### src/rtl/tt_pkg.sv
package tt_pkg;
  typedef enum logic [1:0] {
    TT_OFF     = 2'b00,
    TT_RESTART = 2'b01,
    TT_ONESHOT = 2'b10,
    TT_FREE    = 2'b11
  } tt_mode_e;
endpackage

### src/rtl/tt_rst_sync.sv
module tt_rst_sync #(
  parameter int STAGES = 2
) (
  input  logic clk,
  input  logic rst_n,
  output logic rst_n_sync
);
  logic [STAGES-1:0] sync_q;

  always_ff @(posedge clk or negedge rst_n) begin
    if (!rst_n) sync_q <= '0;
    else        sync_q <= {sync_q[STAGES-2:0], 1'b1};
  end

  assign rst_n_sync = sync_q[STAGES-1];
endmodule

### src/rtl/tt_cfg_reg.sv
module tt_cfg_reg
  import tt_pkg::*;
#(
  parameter int DW = 32,
  parameter int PW = 28
) (
  input  logic          clk,
  input  logic          rst_n,
  input  logic          we,
  input  logic [DW-1:0] wdata,
  input  logic          match_hit,
  output tt_mode_e      mode,
  output logic          ie,
  output logic          pend,
  output logic [PW-1:0] period
);
  localparam int MODE_HI = DW - 1;
  localparam int IE_BIT  = DW - 3;
  localparam int PND_BIT = DW - 4;

  tt_mode_e      mode_q, mode_d;
  logic          ie_q, ie_d;
  logic          pend_q, pend_d;
  logic [PW-1:0] per_q, per_d;

  always_comb begin
    mode_d = mode_q;
    ie_d   = ie_q;
    per_d  = per_q;
    pend_d = pend_q | match_hit;
    if (we) begin
      mode_d = tt_mode_e'(wdata[MODE_HI -: 2]);
      ie_d   = wdata[IE_BIT];
      per_d  = wdata[PW-1:0];
      // software may keep or clear pending, never raise it
      pend_d = wdata[PND_BIT] ? (pend_q | match_hit) : 1'b0;
    end
  end

  always_ff @(posedge clk or negedge rst_n) begin
    if (!rst_n) begin
      mode_q <= TT_OFF;
      ie_q   <= 1'b0;
      pend_q <= 1'b0;
      per_q  <= '0;
    end else begin
      mode_q <= mode_d;
      ie_q   <= ie_d;
      pend_q <= pend_d;
      per_q  <= per_d;
    end
  end

  assign mode   = mode_q;
  assign ie     = ie_q;
  assign pend   = pend_q;
  assign period = per_q;
endmodule

### src/rtl/tt_run_ctrl.sv
module tt_run_ctrl
  import tt_pkg::*;
(
  input  logic     clk,
  input  logic     rst_n,
  input  logic     we,
  input  tt_mode_e wmode,
  input  tt_mode_e cur_mode,
  input  logic     match_hit,
  output logic     run
);
  logic run_q, run_d;
  logic mode_change;

  assign mode_change = we && (wmode != cur_mode);

  always_comb begin
    run_d = run_q;
    if (mode_change)
      run_d = (wmode != TT_OFF);
    else if (match_hit && cur_mode == TT_ONESHOT)
      run_d = 1'b0;
  end

  always_ff @(posedge clk or negedge rst_n) begin
    if (!rst_n) run_q <= 1'b0;
    else        run_q <= run_d;
  end

  assign run = run_q;
endmodule

### src/rtl/tt_count_unit.sv
module tt_count_unit
  import tt_pkg::*;
#(
  parameter int DW = 32,
  parameter int PW = 28
) (
  input  logic          clk,
  input  logic          rst_n,
  input  logic          tick_en,
  input  logic          run,
  input  tt_mode_e      mode,
  input  logic [PW-1:0] period,
  input  logic          we,
  input  logic [DW-1:0] wdata,
  output logic [DW-1:0] count,
  output logic          match_hit
);
  logic [DW-1:0] cnt_q, cnt_d;
  logic          eval;

  assign eval      = tick_en && run && !we;
  assign match_hit = eval && (cnt_q[PW-1:0] == period);

  always_comb begin
    cnt_d = cnt_q;
    if (we) begin
      cnt_d = wdata;
    end else if (eval) begin
      if (match_hit && mode == TT_RESTART)
        cnt_d = '0;
      else if (match_hit && mode == TT_ONESHOT)
        cnt_d = cnt_q;
      else
        cnt_d = cnt_q + 1'b1;
    end
  end

  always_ff @(posedge clk or negedge rst_n) begin
    if (!rst_n) cnt_q <= '0;
    else        cnt_q <= cnt_d;
  end

  assign count = cnt_q;
endmodule

### src/rtl/tick_timer.sv
module tick_timer
  import tt_pkg::*;
#(
  parameter int DW = 32,
  parameter int RST_STAGES = 2
) (
  input  logic          clk,
  input  logic          rst_n,
  input  logic          tick_en,
  input  logic          ctl_we,
  input  logic [DW-1:0] ctl_wdata,
  input  logic          cnt_we,
  input  logic [DW-1:0] cnt_wdata,
  output logic [DW-1:0] ctl_rdata,
  output logic [DW-1:0] cnt_rdata,
  output logic          irq
);
  localparam int PW      = DW - 4;
  localparam int MODE_HI = DW - 1;

  logic          rst_n_i;
  tt_mode_e      mode;
  logic          ie, pend, run, match_hit;
  logic [PW-1:0] period;

  tt_rst_sync #(.STAGES(RST_STAGES)) u_rst (
    .clk(clk), .rst_n(rst_n), .rst_n_sync(rst_n_i)
  );

  tt_cfg_reg #(.DW(DW), .PW(PW)) u_cfg (
    .clk(clk), .rst_n(rst_n_i), .we(ctl_we), .wdata(ctl_wdata),
    .match_hit(match_hit), .mode(mode), .ie(ie), .pend(pend), .period(period)
  );

  tt_run_ctrl u_run (
    .clk(clk), .rst_n(rst_n_i), .we(ctl_we),
    .wmode(tt_mode_e'(ctl_wdata[MODE_HI -: 2])), .cur_mode(mode),
    .match_hit(match_hit), .run(run)
  );

  tt_count_unit #(.DW(DW), .PW(PW)) u_cnt (
    .clk(clk), .rst_n(rst_n_i), .tick_en(tick_en), .run(run), .mode(mode),
    .period(period), .we(cnt_we), .wdata(cnt_wdata),
    .count(cnt_rdata), .match_hit(match_hit)
  );

  assign ctl_rdata = {mode, ie, pend, period};
  assign irq       = pend & ie;
endmodule

### config.mk
export PLATFORM = sky130hd
export DESIGN_NAME = tick_timer
export DESIGN_NICKNAME = d
export VERILOG_FILES = /design/src/rtl/tt_pkg.sv /design/src/rtl/tt_rst_sync.sv /design/src/rtl/tt_cfg_reg.sv /design/src/rtl/tt_run_ctrl.sv /design/src/rtl/tt_count_unit.sv /design/src/rtl/tick_timer.sv
export SDC_FILE = /design/constraint.sdc
export NUM_CORES = 1
export LEC_CHECK = 0
export ABC_AREA = 1
export ABC_CLOCK_PERIOD_IN_PS = 2000
export BUFFER_PORTS_ARGS = -buffer_cell sky130_fd_sc_hd__buf_2
export CAP_MARGIN = 20
export CORE_MARGIN = 1.5
export CORE_UTILIZATION = 48
export DETAILED_ROUTE_END_ITERATION = 7
export PLACE_DENSITY_LB_ADDON = 0.2
export SETUP_SLACK_MARGIN = 0.4
export SLEW_MARGIN = 30
export SYNTH_ARGS = -nofsm -noshare
export SYNTH_HDL_FRONTEND = slang
export SYNTH_SLANG_ARGS = --single-unit
export TNS_END_PERCENT = 50
### constraint.sdc
create_clock -name clk -period 2 [get_ports clk]
set_clock_uncertainty 0.05 [all_clocks]
set_input_delay 0.2 -clock clk [delete_from_list [all_inputs] [get_ports clk]]
set_output_delay 0.2 -clock clk [all_outputs]
set_load 0.05 [all_outputs]
==> metrics.yaml <==
cts:
  path_clk_slew_ps: 80
  cts_buffers: 9
  clock_path_buffers: 2
  clk-insertion-delay-late_ps: 350
  htreeDepth: 3
  cts_root_buf: "clkbuf_8"
  cts_tree: "built"
  cts.sinks: 67
timing:
  post-route-period-util_pct: 101
  holdWs_ps: 5.60
  drv_slew: 0
  setup_viol_count_final: 3
  rsz0062_at_grt: "yes"
  hold_viol: 0
  fmax_ghz: 0.495
  fin_crit_ps: 2020
  setup_ws_ps: -21.5
grt:
  grt_pass1_wl_um: 26600
  grt_start_max_net_pins: 66
  grt_pass1_vias: 5417
  grt-ovfl-total: 0
  grt_usage_pct: 34.2
  antenna_found_initial: 0
place:
  port_buffers: 133
  dpl.hpwl_um: 12500
  place.gp.congestion: 0.940
  place_ws_ps: -77.3
finish:
  diodes: 0
  num-fill-cells: 844
  final_nets: 993
  final_layout_size_suffix_gt1_share_pct: 35.3
  syn_to_final_growth_pct: 40.9
power_and_ir_drop:
  p_seq_share_pct: 33.3
  p_switching_mw: 2.35
  p_sw_share_pct: 43.6
  p_per_area_nw_per_um2: 825
  irDropWorstVdd_uv: 602
  intPower_mw: 3.04
  p_leak_nw: 3.55
  p_clk_share_pct: 24.9
  combPwrFrac_pct: 41.8
routing:
  antenna_left: 0
  drt_iter0_drc: 350
  wirelength_um: 17300
  drc: 0
  via_per_inst: 5.20
  first_pass_iters: 5
  vias: 5495
  wire_per_inst_um: 16.4
worst_setup_path:
  critPathKind: "flip-flop to flip-flop"
  critPathMaxStageDelay_ps: 460
  setup.worst_path.start_class: "flip-flop"
  cp_max_fo: 6
  path_buf_inv: 2
  required_ps: 2190
  end_kind: "flip-flop"
  path_delay_family: "simple AND/OR/NAND/NOR gates"
  slowest_stage: "dfrtp_2"
  r2r-start: "u_cnt.count[24]"
  r2r_cells: 13
  r2r_slack_ps: -20
  r2r-end: "u_cnt.count[4]"
  crit_start: "u_cnt.count[24]"
  cp.arrival_ps: 2210
  cp_common_cell: "nand2_1"
  path_cells: "inv_2, nand2_1, nand2_1, nand2_1, nor2_1, nand2_1, nor2_2, nand3_4, buf_6, nand3_1, nand2_1, nand2_1, nand2_1"
min_path:
  hold_path.class: "primary input to flip-flop"
  min_from: "ctl_wdata[23]"
  whs_endpoint: "u_cfg.period[23]"
  min_path_cells: 3
floorplan:
  core-area_um2: 9280
  initial_core_util_pct: 49.9
  fp.dieH_um: 101
  num_rows: 35
  dieArea_um2: 10200
  io_pins: 134
  die_w_um: 101
synth:
  synthCells: 742
  ys_seq_area_share_pct: 36.2
  yosys_warnings: 0
  synthesis.nets: 812
  avgSynthCellArea_um2: 6.24
  syn-cell-area_um2: 4630
  postSynthRegisterBits: 67
  synth.distinct_cells: 30
status:
  status: "complete, but fails checks"
  failed_checks: "setup timing"
flow_run:
  drv_cap: 0
-- final cells by class --
cell class / instances / area [um2] / share of cell area (%)
Multi-Input combinational cell: 574 / 2810 / 43.1
Inverter: 70 / 270 / 4.14
Timing Repair Buffer: 201 / 1330 / 20.4
Clock inverter: 6 / 88.8 / 1.36
Sequential cell: 67 / 1730 / 26.5
Clock buffer: 10 / 138 / 2.11
Tap cell: 129 / 161 / 2.47
-- metrics by stage --
step	area [um2]	TNS (ps)	std cells	power [mW]	util [%]
5_1_grt	6530	-1910	1057	5.64	70.3
3_3_place_gp	5650	0	1011	3.73	60.9
6_report	6530	-33.2	1057	5.38	70.3
3_5_place_dp	5650	-1950	1011	3.76	60.9
4_1_cts	6290	0	1053	5.27	67.8
2_1_floorplan	4750	0	742	3.14	-
-- worst max path at each step --
stage                       to  slack, ps  cells past startpoint
6_report        u_cnt.count[4]        -20                     13
5_1_grt        u_cnt.count[22]        -90                     13
4_1_cts        u_cnt.count[19]        150                     12
3_5_place_dp   u_cnt.count[14]        -80                     12
3_3_place_gp   u_cnt.count[21]         30                     12
2_1_floorplan  u_cnt.count[21]        140                     12
-- metal layers --
| metal | track usage, % | part of all wire [%] | vias to the layer above |
|---|---|---|---|
| li1 | - | - | 2615 |
| met1 | 44.2 | 42 | 2565 |
| met2 | 56.3 | 47 | 266 |
| met3 | 7.04 | 7.2 | 49 |
| met4 | 14.0 | 3.7 | 0 |
| met5 | 0 | 0 | - |
-- power by group through the flow --
stage | Clock, mW | Sequential (mW) | Combinational, mW
after floorplan | 0 | 2.35 | 0.789
after global placement | 0 | 1.82 | 1.91
after detailed placement | 0 | 1.83 | 1.93
after CTS | 1.34 | 1.78 | 2.15
after global routing | 1.41 | 1.81 | 2.42
final | 1.34 | 1.79 | 2.25
-- layout by cell type, fill, tap and decap left out, types with 7 or more instances in the layout --
cell / Yosys / final
xnor2_2: 0 / 9
nand3_1: 48 / 25
clkbuf_8: 2 / 10
inv_1: 67 / 64
xor2_1: 17 / 16
nor2_1: 76 / 63
xnor2_1: 16 / 7
buf_4: 5 / 53
nand2_1: 361 / 353
nor2_2: 3 / 11
nand3_2: 0 / 21
o21ai_0: 29 / 26
dfrtp_2: 0 / 40
buf_6: 4 / 8
dfrtp_1: 67 / 26
nand2_2: 1 / 8
buf_2: 8 / 130
-- state kept, by name, summed over array words and instances, names as in the netlist --
name / flops
u_cfg.mode: 2
u_cnt.count: 32
u_cfg.period: 28
u_cfg.pend: 1
u_run.run: 1
u_rst.sync_q: 2
u_cfg.ie: 1
-- Yosys cell counts (all sizes together) --
library cell	instances	area, um2
nand3	48	240
a41oi	1	8.76
nand2	363	1370
and3	1	7.51
nor2	79	304
o22a	1	8.76
ha	1	12.5
conb	1	3.75
xor2	17	149
buf	19	130
dlygate4sd3	1	10.0
and2	2	12.5
nand4	3	18.8
clkbuf	11	61.3
a21oi	3	15.0
dfrtp	67	1680
o21ai	29	145
or2	2	12.5
nand3b	2	15.0
xnor2	16	140
inv	70	263
nor3	5	25.0
-- worst min-delay path, stage by stage --
cell	delay, ps
buf_2	80
nand2_1	40
nand2_1	60
-- repair_timing --
item	CTS	global route
pin swaps	17	24
hold endpoints to repair	2	0
cloned	4	1
hold buffers	1	0
resized for setup	46	51
buffers inserted	21	3
endpoints found under the setup margin	34	37
-- logic make-up after synthesis --
kind of cell	synth area share (%)
AOI/OAI and AO/OA	3.84
xor gates and xnor gates	6.24
adders and majority gates	0.270
buffers and inverters	10.0
DFF	36.2
other	0.0810
and+or+nand+nor	43.4
(Power assumes the default switching activity.)
